==> config.mk <==
export PLATFORM = sky130hd
export DESIGN_NAME = irq_router
export DESIGN_NICKNAME = d
export VERILOG_FILES = /design/src/rtl/irq_router.sv
export SDC_FILE = /design/constraint.sdc
export NUM_CORES = 2
export LEC_CHECK = 0
export CELL_PAD_IN_SITES_DETAIL_PLACEMENT = 1
export CELL_PAD_IN_SITES_GLOBAL_PLACEMENT = 2
export CORE_MARGIN = 8
export CORE_UTILIZATION = 40
export DETAILED_ROUTE_END_ITERATION = 10
export DONT_BUFFER_PORTS = 1
export GPL_TIMING_DRIVEN = 0
export PLACE_DENSITY = 0.87
export SLEW_MARGIN = 20
export SYNTH_ARGS = -nofsm -noshare
export SYNTH_HDL_FRONTEND = slang
export SYNTH_SLANG_ARGS = --single-unit
==> constraint.sdc <==
create_clock -name clk -period 3.45 [get_ports clk]
set_input_delay 0.5175 -clock clk [delete_from_list [all_inputs] [get_ports clk]]
set_output_delay 0.5175 -clock clk [all_outputs]
set_load 0.01 [all_outputs]
==> src/rtl/irq_router.sv <==
module irq_router #(
  parameter int NUM_SRC  = 128,
  parameter int NUM_CPU  = 2,
  parameter int PCPU_SRC = 32,
  parameter int PERF_SRC = 5
) (
  input  logic               clk,
  input  logic               rst_n,
  input  logic               bus_wr,
  input  logic               bus_rd,
  input  logic [15:0]        bus_addr,
  input  logic [31:0]        bus_wdata,
  output logic [31:0]        bus_rdata,
  input  logic [NUM_SRC-1:0] src_in,
  output logic [NUM_CPU-1:0] irq_o,
  output logic [NUM_CPU-1:0] fiq_o
);
  localparam int IW = $clog2(NUM_SRC);
  localparam int CW = (NUM_CPU > 1) ? $clog2(NUM_CPU) : 1;
  localparam int NWORDS = NUM_SRC / 32;
  localparam logic [9:0] NSRC_N = 10'(NUM_SRC);
  localparam logic [9:0] PCPU_N = 10'(PCPU_SRC);
  localparam logic [9:0] NONE = 10'h3FF;
  localparam logic [15:0] ROUTE_END = 16'(256 + 4 * NUM_SRC);

  logic                              gen_en;
  logic [NUM_SRC-1:0]                g_en;
  logic [NUM_CPU-1:0][NUM_SRC-1:0]   p_en;
  logic [NUM_SRC-1:0][NUM_CPU-1:0]   irq_rt, fiq_rt;
  logic [NUM_CPU-1:0][3:0]           prio;
  logic [NUM_CPU-1:0][NUM_CPU-1:0]   lmask;
  logic [NUM_CPU-1:0][NUM_SRC-1:0]   pend, pend_i, pend_f;
  logic [NUM_CPU-1:0][9:0]           ack;
  logic [NUM_CPU-1:0]                irq_q, fiq_q;
  logic [31:0]                       rd_val;

  wire [9:0]    num    = bus_wdata[9:0];
  wire [IW-1:0] sidx   = bus_wdata[IW-1:0];
  wire          glob_ok = (num >= PCPU_N) && (num < NSRC_N);
  wire          pc_ok  = num < PCPU_N;
  wire          in_win = bus_addr[15];
  wire          win_ok = in_win && (bus_addr[11:8] < 4'(NUM_CPU));
  wire [CW-1:0] csel   = bus_addr[8 +: CW];
  wire [7:0]    off    = bus_addr[7:0];
  wire [15:0]   roff   = bus_addr - 16'h0100;
  wire [IW-1:0] ridx   = roff[IW+1:2];
  wire          route_a = !in_win && bus_addr >= 16'h0100 && bus_addr < ROUTE_END && bus_addr[1:0] == 2'b00;
  wire          ctrl_a = bus_addr == 16'h0000;
  wire          set_hit = bus_wr && bus_addr == 16'h0030;
  wire          clr_hit = bus_wr && bus_addr == 16'h0034;
  wire [1:0]    cw     = bus_addr[3:2];

  logic unused_bits;
  assign unused_bits = ^{bus_wdata[31:16], bus_addr[14:12]};

  always_comb begin
    for (int c = 0; c < NUM_CPU; c++) begin
      for (int n = 0; n < NUM_SRC; n++) begin
        logic en;
        if (n < PCPU_SRC) en = p_en[c][n] && (n != PERF_SRC || lmask[c][c]);
        else              en = g_en[n];
        pend[c][n]   = gen_en && src_in[n] && en && (irq_rt[n][c] || fiq_rt[n][c]);
        pend_i[c][n] = pend[c][n] && irq_rt[n][c];
        pend_f[c][n] = pend[c][n] && fiq_rt[n][c];
      end
    end
  end

  always_comb begin
    for (int c = 0; c < NUM_CPU; c++) begin
      ack[c] = NONE;
      for (int n = NUM_SRC - 1; n >= 0; n--)
        if (pend[c][n]) ack[c] = 10'(n);
    end
  end

  always_ff @(posedge clk) begin
    if (!rst_n) begin
      gen_en <= 1'b0;
      g_en   <= '0;
      p_en   <= '0;
      irq_rt <= '0;
      fiq_rt <= '0;
      prio   <= '0;
      lmask  <= '0;
      irq_q  <= '0;
      fiq_q  <= '0;
    end else begin
      if (bus_wr && ctrl_a) gen_en <= bus_wdata[0];
      if (set_hit && glob_ok) g_en[sidx] <= 1'b1;
      if (clr_hit && glob_ok) g_en[sidx] <= 1'b0;
      if (bus_wr && route_a) begin
        irq_rt[ridx] <= bus_wdata[NUM_CPU-1:0];
        fiq_rt[ridx] <= bus_wdata[8 +: NUM_CPU];
      end
      if (bus_wr && win_ok) begin
        case (off)
          8'h40: prio[csel] <= bus_wdata[3:0];
          8'h48: if (pc_ok) p_en[csel][sidx] <= 1'b0;
          8'h4C: if (pc_ok) p_en[csel][sidx] <= 1'b1;
          8'h54: lmask[csel] <= bus_wdata[NUM_CPU-1:0];
          default: ;
        endcase
      end
      for (int c = 0; c < NUM_CPU; c++) begin
        irq_q[c] <= |pend_i[c];
        fiq_q[c] <= |pend_f[c];
      end
    end
  end

  always_comb begin
    rd_val = '0;
    if (!in_win) begin
      if (ctrl_a) rd_val = {20'b0, NSRC_N, 1'b0, gen_en};
      else if (route_a) begin
        rd_val[NUM_CPU-1:0]   = irq_rt[ridx];
        rd_val[8 +: NUM_CPU]  = fiq_rt[ridx];
      end
    end else if (win_ok) begin
      case (off)
        8'h10, 8'h14, 8'h18, 8'h1C:
          if (32'(cw) < NWORDS) rd_val = pend[csel][IW'({cw, 5'b0}) +: 32];
        8'h40: rd_val[3:0] = prio[csel];
        8'h44: rd_val[9:0] = ack[csel];
        8'h54: rd_val[NUM_CPU-1:0] = lmask[csel];
        default: ;
      endcase
    end
  end

  always_ff @(posedge clk) begin
    if (!rst_n) bus_rdata <= '0;
    else if (bus_rd) bus_rdata <= rd_val;
  end

  assign irq_o = irq_q;
  assign fiq_o = fiq_q;

  p_reset_quiet_r1: assert property (@(posedge clk)
    !rst_n |=> (irq_o == '0 && fiq_o == '0 && g_en == '0));

  p_gen_off_r2: assert property (@(posedge clk) disable iff (!rst_n)
    !gen_en |=> (irq_o == '0 && fiq_o == '0));

  p_set_en_r3: assert property (@(posedge clk) disable iff (!rst_n)
    (set_hit && glob_ok) |=> g_en[$past(sidx)]);

  p_clr_en_r3: assert property (@(posedge clk) disable iff (!rst_n)
    (clr_hit && glob_ok) |=> !g_en[$past(sidx)]);

  p_bad_num_r3: assert property (@(posedge clk) disable iff (!rst_n)
    ((set_hit || clr_hit) && !glob_ok) |=> $stable(g_en));

  for (genvar c = 0; c < NUM_CPU; c++) begin : g_chk
    p_ack_none_r7: assert property (@(posedge clk) disable iff (!rst_n)
      (pend[c] == '0) |-> (ack[c] == NONE));
    p_ack_valid_r7: assert property (@(posedge clk) disable iff (!rst_n)
      (ack[c] != NONE) |-> pend[c][ack[c][IW-1:0]]);
  end
endmodule

==> flow_metrics.tcl, run 1 <==
set metrics [dict create \
    status "stopped before the end" \
    lastStage "5_1_grt" \
    firstError "[ERROR GRT-0116] Global routing finished with congestion. Check the congestion regions in the DRC Viewer." \
    yosys.area_share.adder_pct 0 \
    avgSynthCellArea_um2 8.25 \
    h-tree-depth 3 \
    yosys_register_bits 721 \
    start_util_pct 40.4 \
    synth.distinct_cells 91 \
    ys_warn_count 0 \
    grt_usage_pct 71.2 \
    synth-async-reset-ratio_pct 0 \
    syn_inst 5160 \
    ys_seq_area_share_pct 33.9 \
    syn-cell-area_um2 42600 \
    clockRootBuffer "clkbuf_16" \
    muxShareOfSynthArea_pct 15.8 \
    yosysTopAreaCell "dfxtp_1" \
    synth_top_family_by_area "compound AO/OA/AOI/OAI gates" \
    synth_enable_flop_cells 0 \
    chipHeight_um 342 \
    io_pins 216 \
    synth_top_area_share_pct 33.9 \
    gp_congestion 1.40 \
    clock_path_buffers 3 \
    cts_made_buffers 82 \
    cts_hold_buffers 0 \
    synth_compound_area_share_pct 27.7 \
    portBuffers 0 \
    grt_max_degree 20 \
    yosys.area_share.simple_pct 18.3 \
    syn_nets 5340 \
    place_inst 6565 \
    dpl.hpwl_mm 323 \
    core.rowCount 119 \
    netlist_top_cells_area "dfxtp_1 (34%), mux4_2 (8.9%), mux2i_1 (6.8%), nor2_1 (6.4%), a21oi_1 (5.9%)" \
    grt_pass1_wl_mm 571 \
    cts_sinks 721 \
    synthXorXnorAreaFrac_pct 0.0206 \
    overflow 216 \
    die_x_um 342 \
    synth-main-ff-cell "dfxtp_1" \
    grt_pass1_vias 57500 \
]
## stage by stage
step | utilization, % | worst slack (ps) | instance area (um2) | setup TNS [ps] | hold slack (ps)
CTS | 46.7 | -202 | 49200 | -622 | 205
detailed placement | 42.4 | -2360 | 44700 | -564590 | 475
global placement | 42.0 | -3240 | 44300 | -735720 | 461
floorplan | - | 657 | 42600 | 0 | 429
## timing repair
action                                  CTS
endpoints found under the setup margin  442
setup buffers                            23
gates resized for setup                 314
pin swaps                                27
## per-layer routing
metal / GRT overflow / global-route usage [%]
met1: 2 / 74.4
met2: 127 / 85.3
met3: 5 / 59.2
met4: 82 / 60.8
met5: 0 / 30.6
## kinds of logic after synthesis
kind of cell | Yosys count
compound gates | 1810
simple gates | 1734
flops | 721
mux | 459
buf+inv | 435
xor+xnor | 1
## cells in the mapped netlist (19+ instances only)
cell type    n
nor2_1     730
dfxtp_1    721
nand2_1    508
a21oi_1    504
o21ai_0    504
mux2i_1    290
clkbuf_1   257
o2111ai_1  237
a22oi_1    209
mux4_2     169
and3_1     107
nand4_1     96
o2111a_1    71
nand3_1     66
buf_2       57
inv_1       57
nor3_1      50
buf_1       36
nor4_1      35
o211ai_1    28
a211oi_1    26
nor2b_1     23
o22ai_1     21
nand2b_1    20
a221oi_1    19
a22o_1      19
==> inputs of run 2 (changes only) <==
==> config.mk (replaced) <==
export PLATFORM = sky130hd
export DESIGN_NAME = irq_router
export DESIGN_NICKNAME = d
export VERILOG_FILES = /design/src/rtl/irq_router.sv
export SDC_FILE = /design/constraint.sdc
export NUM_CORES = 2
export LEC_CHECK = 0
export CORE_MARGIN = 8
export CORE_UTILIZATION = 25
export DETAILED_ROUTE_END_ITERATION = 10
export DONT_BUFFER_PORTS = 1
export GPL_TIMING_DRIVEN = 0
export PLACE_DENSITY_LB_ADDON = 0.15
export SLEW_MARGIN = 20
export SYNTH_ARGS = -nofsm -noshare
export SYNTH_HDL_FRONTEND = slang
export SYNTH_SLANG_ARGS = --single-unit
==> flow_metrics.tcl, run 2 <==
set metrics [dict create \
    fillers 18000 \
    synth-main-ff-cell "dfxtp_1" \
    cp_slowest_cell "o22ai_1" \
    rrSetupSlack_ps -420 \
    crit_top_cell "buf_2" \
    core_um2 169000 \
    syn_to_final_growth_pct 27.0 \
    rsz0062_at_grt "yes" \
    cts_made_buffers 87 \
    portBuffers 0 \
    max-vdd-ir-drop_v 0.000385 \
    reg_top3 "fiq_rt x256, irq_rt x256, g_en x96" \
    antenna_found_initial 122 \
    mostFrequentLayoutCell "dfxtp_1" \
    crit_family "buffers and inverters" \
    crit_buf_inv 5 \
    skew_ps 90.4 \
    firstDrtPassIters 9 \
    grt_pass1_wl_mm 617 \
    avgSynthCellArea_um2 8.25 \
    multi_input_area_um2 29200 \
    grt_max_degree 17 \
    cts_sinks 721 \
    io_pins 216 \
    drv_slew 0 \
    synth-async-reset-ratio_pct 0 \
    hold_slack_ps 40.8 \
    synth.distinct_cells 91 \
    tritoncts "yes" \
    netlist_top_cells_area "dfxtp_1 (34%), mux4_2 (8.9%), mux2i_1 (6.8%), nor2_1 (6.4%), a21oi_1 (5.9%)" \
    mostFrequentLayoutCells "dfxtp_1 (719), nor2_1 (694), nand2_1 (502), a21oi_1 (495), o21ai_0 (489)" \
    p_leak_nw 17.9 \
    yosysTopAreaCell "dfxtp_1" \
    cpPeakStageDelay_ps 600 \
    core.rowCount 151 \
    worst_pin_slew_ps 1370 \
    syn_nets 5340 \
    power.density_nw_per_um2 371 \
    hold_viol_final 0 \
    via_per_inst 7.38 \
    dieArea_um2 184000 \
    path_clk_slew_ps 60 \
    violations "setup timing" \
    cp.arrival_ps 4500 \
    place_inst 7429 \
    place_ws_ps -3260 \
    clk_latency_ps 820 \
    setup_violations 105 \
    instances_no_fill 7823 \
    dpl.hpwl_mm 418 \
    final_area_um2 54100 \
    gp_congestion 1.19 \
    ys_seq_area_share_pct 33.9 \
    h-tree-depth 3 \
    drive_gt1_share_pct 19.0 \
    worstPathRequired_ps 4090 \
    yosys_register_bits 721 \
    regArea_um2 14400 \
    clock_path_buffers 3 \
    relSlewSlack_pct 8.78 \
    drtAntennaViolNets 0 \
    syn_inst 5160 \
    fin_ws_ps -418 \
    drc 0 \
    path_max_fanout 10 \
    yosysMostFrequentCell "nor2_1" \
    avgRoutedWirePerCell_um 65.0 \
    drt-total-wl_mm 509 \
    cp-end-kind "register" \
    fmaxAchievable_mhz 259 \
    clockRootBuffer "clkbuf_16" \
    overflow 0 \
    period_needed_ps 3870 \
    synth_top_area_share_pct 33.9 \
    grt_usage_pct 52.2 \
    vias 57800 \
    final.setup.tns_ps -12630 \
    crit_chain "buf_2 -> clkbuf_4 -> buf_4 -> buf_2 -> buf_16 -> mux4_2 -> a22oi_1 -> a21oi_2 -> nor3_1 -> o22ai_1 -> o221ai_1 -> o311ai_1" \
    start_util_pct 25.1 \
    placed_area_um2 46500 \
    critPathKind "primary input to register" \
    critPathLaunchType "primary input" \
    die_x_um 429 \
    chipHeight_um 429 \
    hp-class "primary input to register" \
    fin_nets 5591 \
    syn-cell-area_um2 42600 \
    drt_iter0_markers 10700 \
    period_share_pct 112 \
    status "finished, violations left" \
    grt_pass1_vias 49000 \
    drv_cap 0 \
    utilization_pct 31.9 \
    ys_warn_count 0 \
    p_total_mw 20.0 \
    synth_enable_flop_cells 0 \
    netlist_top_cells_count "nor2_1 (730), dfxtp_1 (721), nand2_1 (508)" \
]
-- run 2: cell counts after synthesis --
Identical to the previous run, type by type.
-- run 2: final cells by class --
| type | count | area share [%] |
|---|---|---|
| sequential | 721 | 26.7 |
| tap | 2218 | 5.13 |
| timing repair buffer | 163 | 3.19 |
| multi-input combinational | 4004 | 53.9 |
| clock inverter | 34 | 1.04 |
| buffer | 375 | 4.38 |
| antenna | 126 | 0.583 |
| inverter | 59 | 0.414 |
| clock buffer | 123 | 4.65 |
-- run 2: power breakdown --
group | total [mW] | internal, mW | switching [mW] | leakage, nW
sequential | 8.33 | 8.32 | 0.00362 | 5.81
clock | 10.2 | 5.74 | 4.43 | 1.50
combinational | 1.54 | 0.280 | 1.26 | 10.6
-- run 2: layer usage --
layer / track usage [%] / wire [um] / share of wire (%)
met4: 48.8 / 61800 / 12
met1: 57.8 / 181000 / 36
met5: 4.01 / 770 / 0.15
met3: 27.1 / 69000 / 14
met2: 70.7 / 196000 / 39
-- run 2: cells by family after synthesis --
family / share of synthesized area (%)
AO/OA/AOI/OAI: 27.7
XOR/XNOR: 0.0206
buffers and inverters: 4.35
flip-flops: 33.9
multiplexers: 15.8
AND/OR/NAND/NOR: 18.3
-- run 2: final timing paths --
kind	startpoint	to	cells past startpoint
max reg2reg	g_en[33]$_SDFF_PN0_	bus_rdata[0]$_SDFFE_PN0P_	10
min reg2reg	g_en[127]$_SDFF_PN0_	g_en[127]$_SDFF_PN0_	2
max	bus_addr[3]	bus_rdata[0]$_SDFFE_PN0P_	12
min	bus_wdata[2]	register	3
-- run 2: worst reg2reg max path: cells and delay by family, from the launching register on --
kind                   cells  cell delay (ps)
AO/OA/AOI/OAI              6             2080
flip-flops                 1              690
AND/OR/NAND/NOR            1              280
buffers and inverters      3              640
-- run 2: repair_timing --
item,4_1_cts,5_1_grt
pin swaps,60,57
gates resized for setup,452,199
gates cloned,1,2
setup endpoints to repair,322,339
hold buffers,1,0
setup buffers,47,60
endpoints found under the hold margin,1,0
Power figures use the tool's default switching activity.
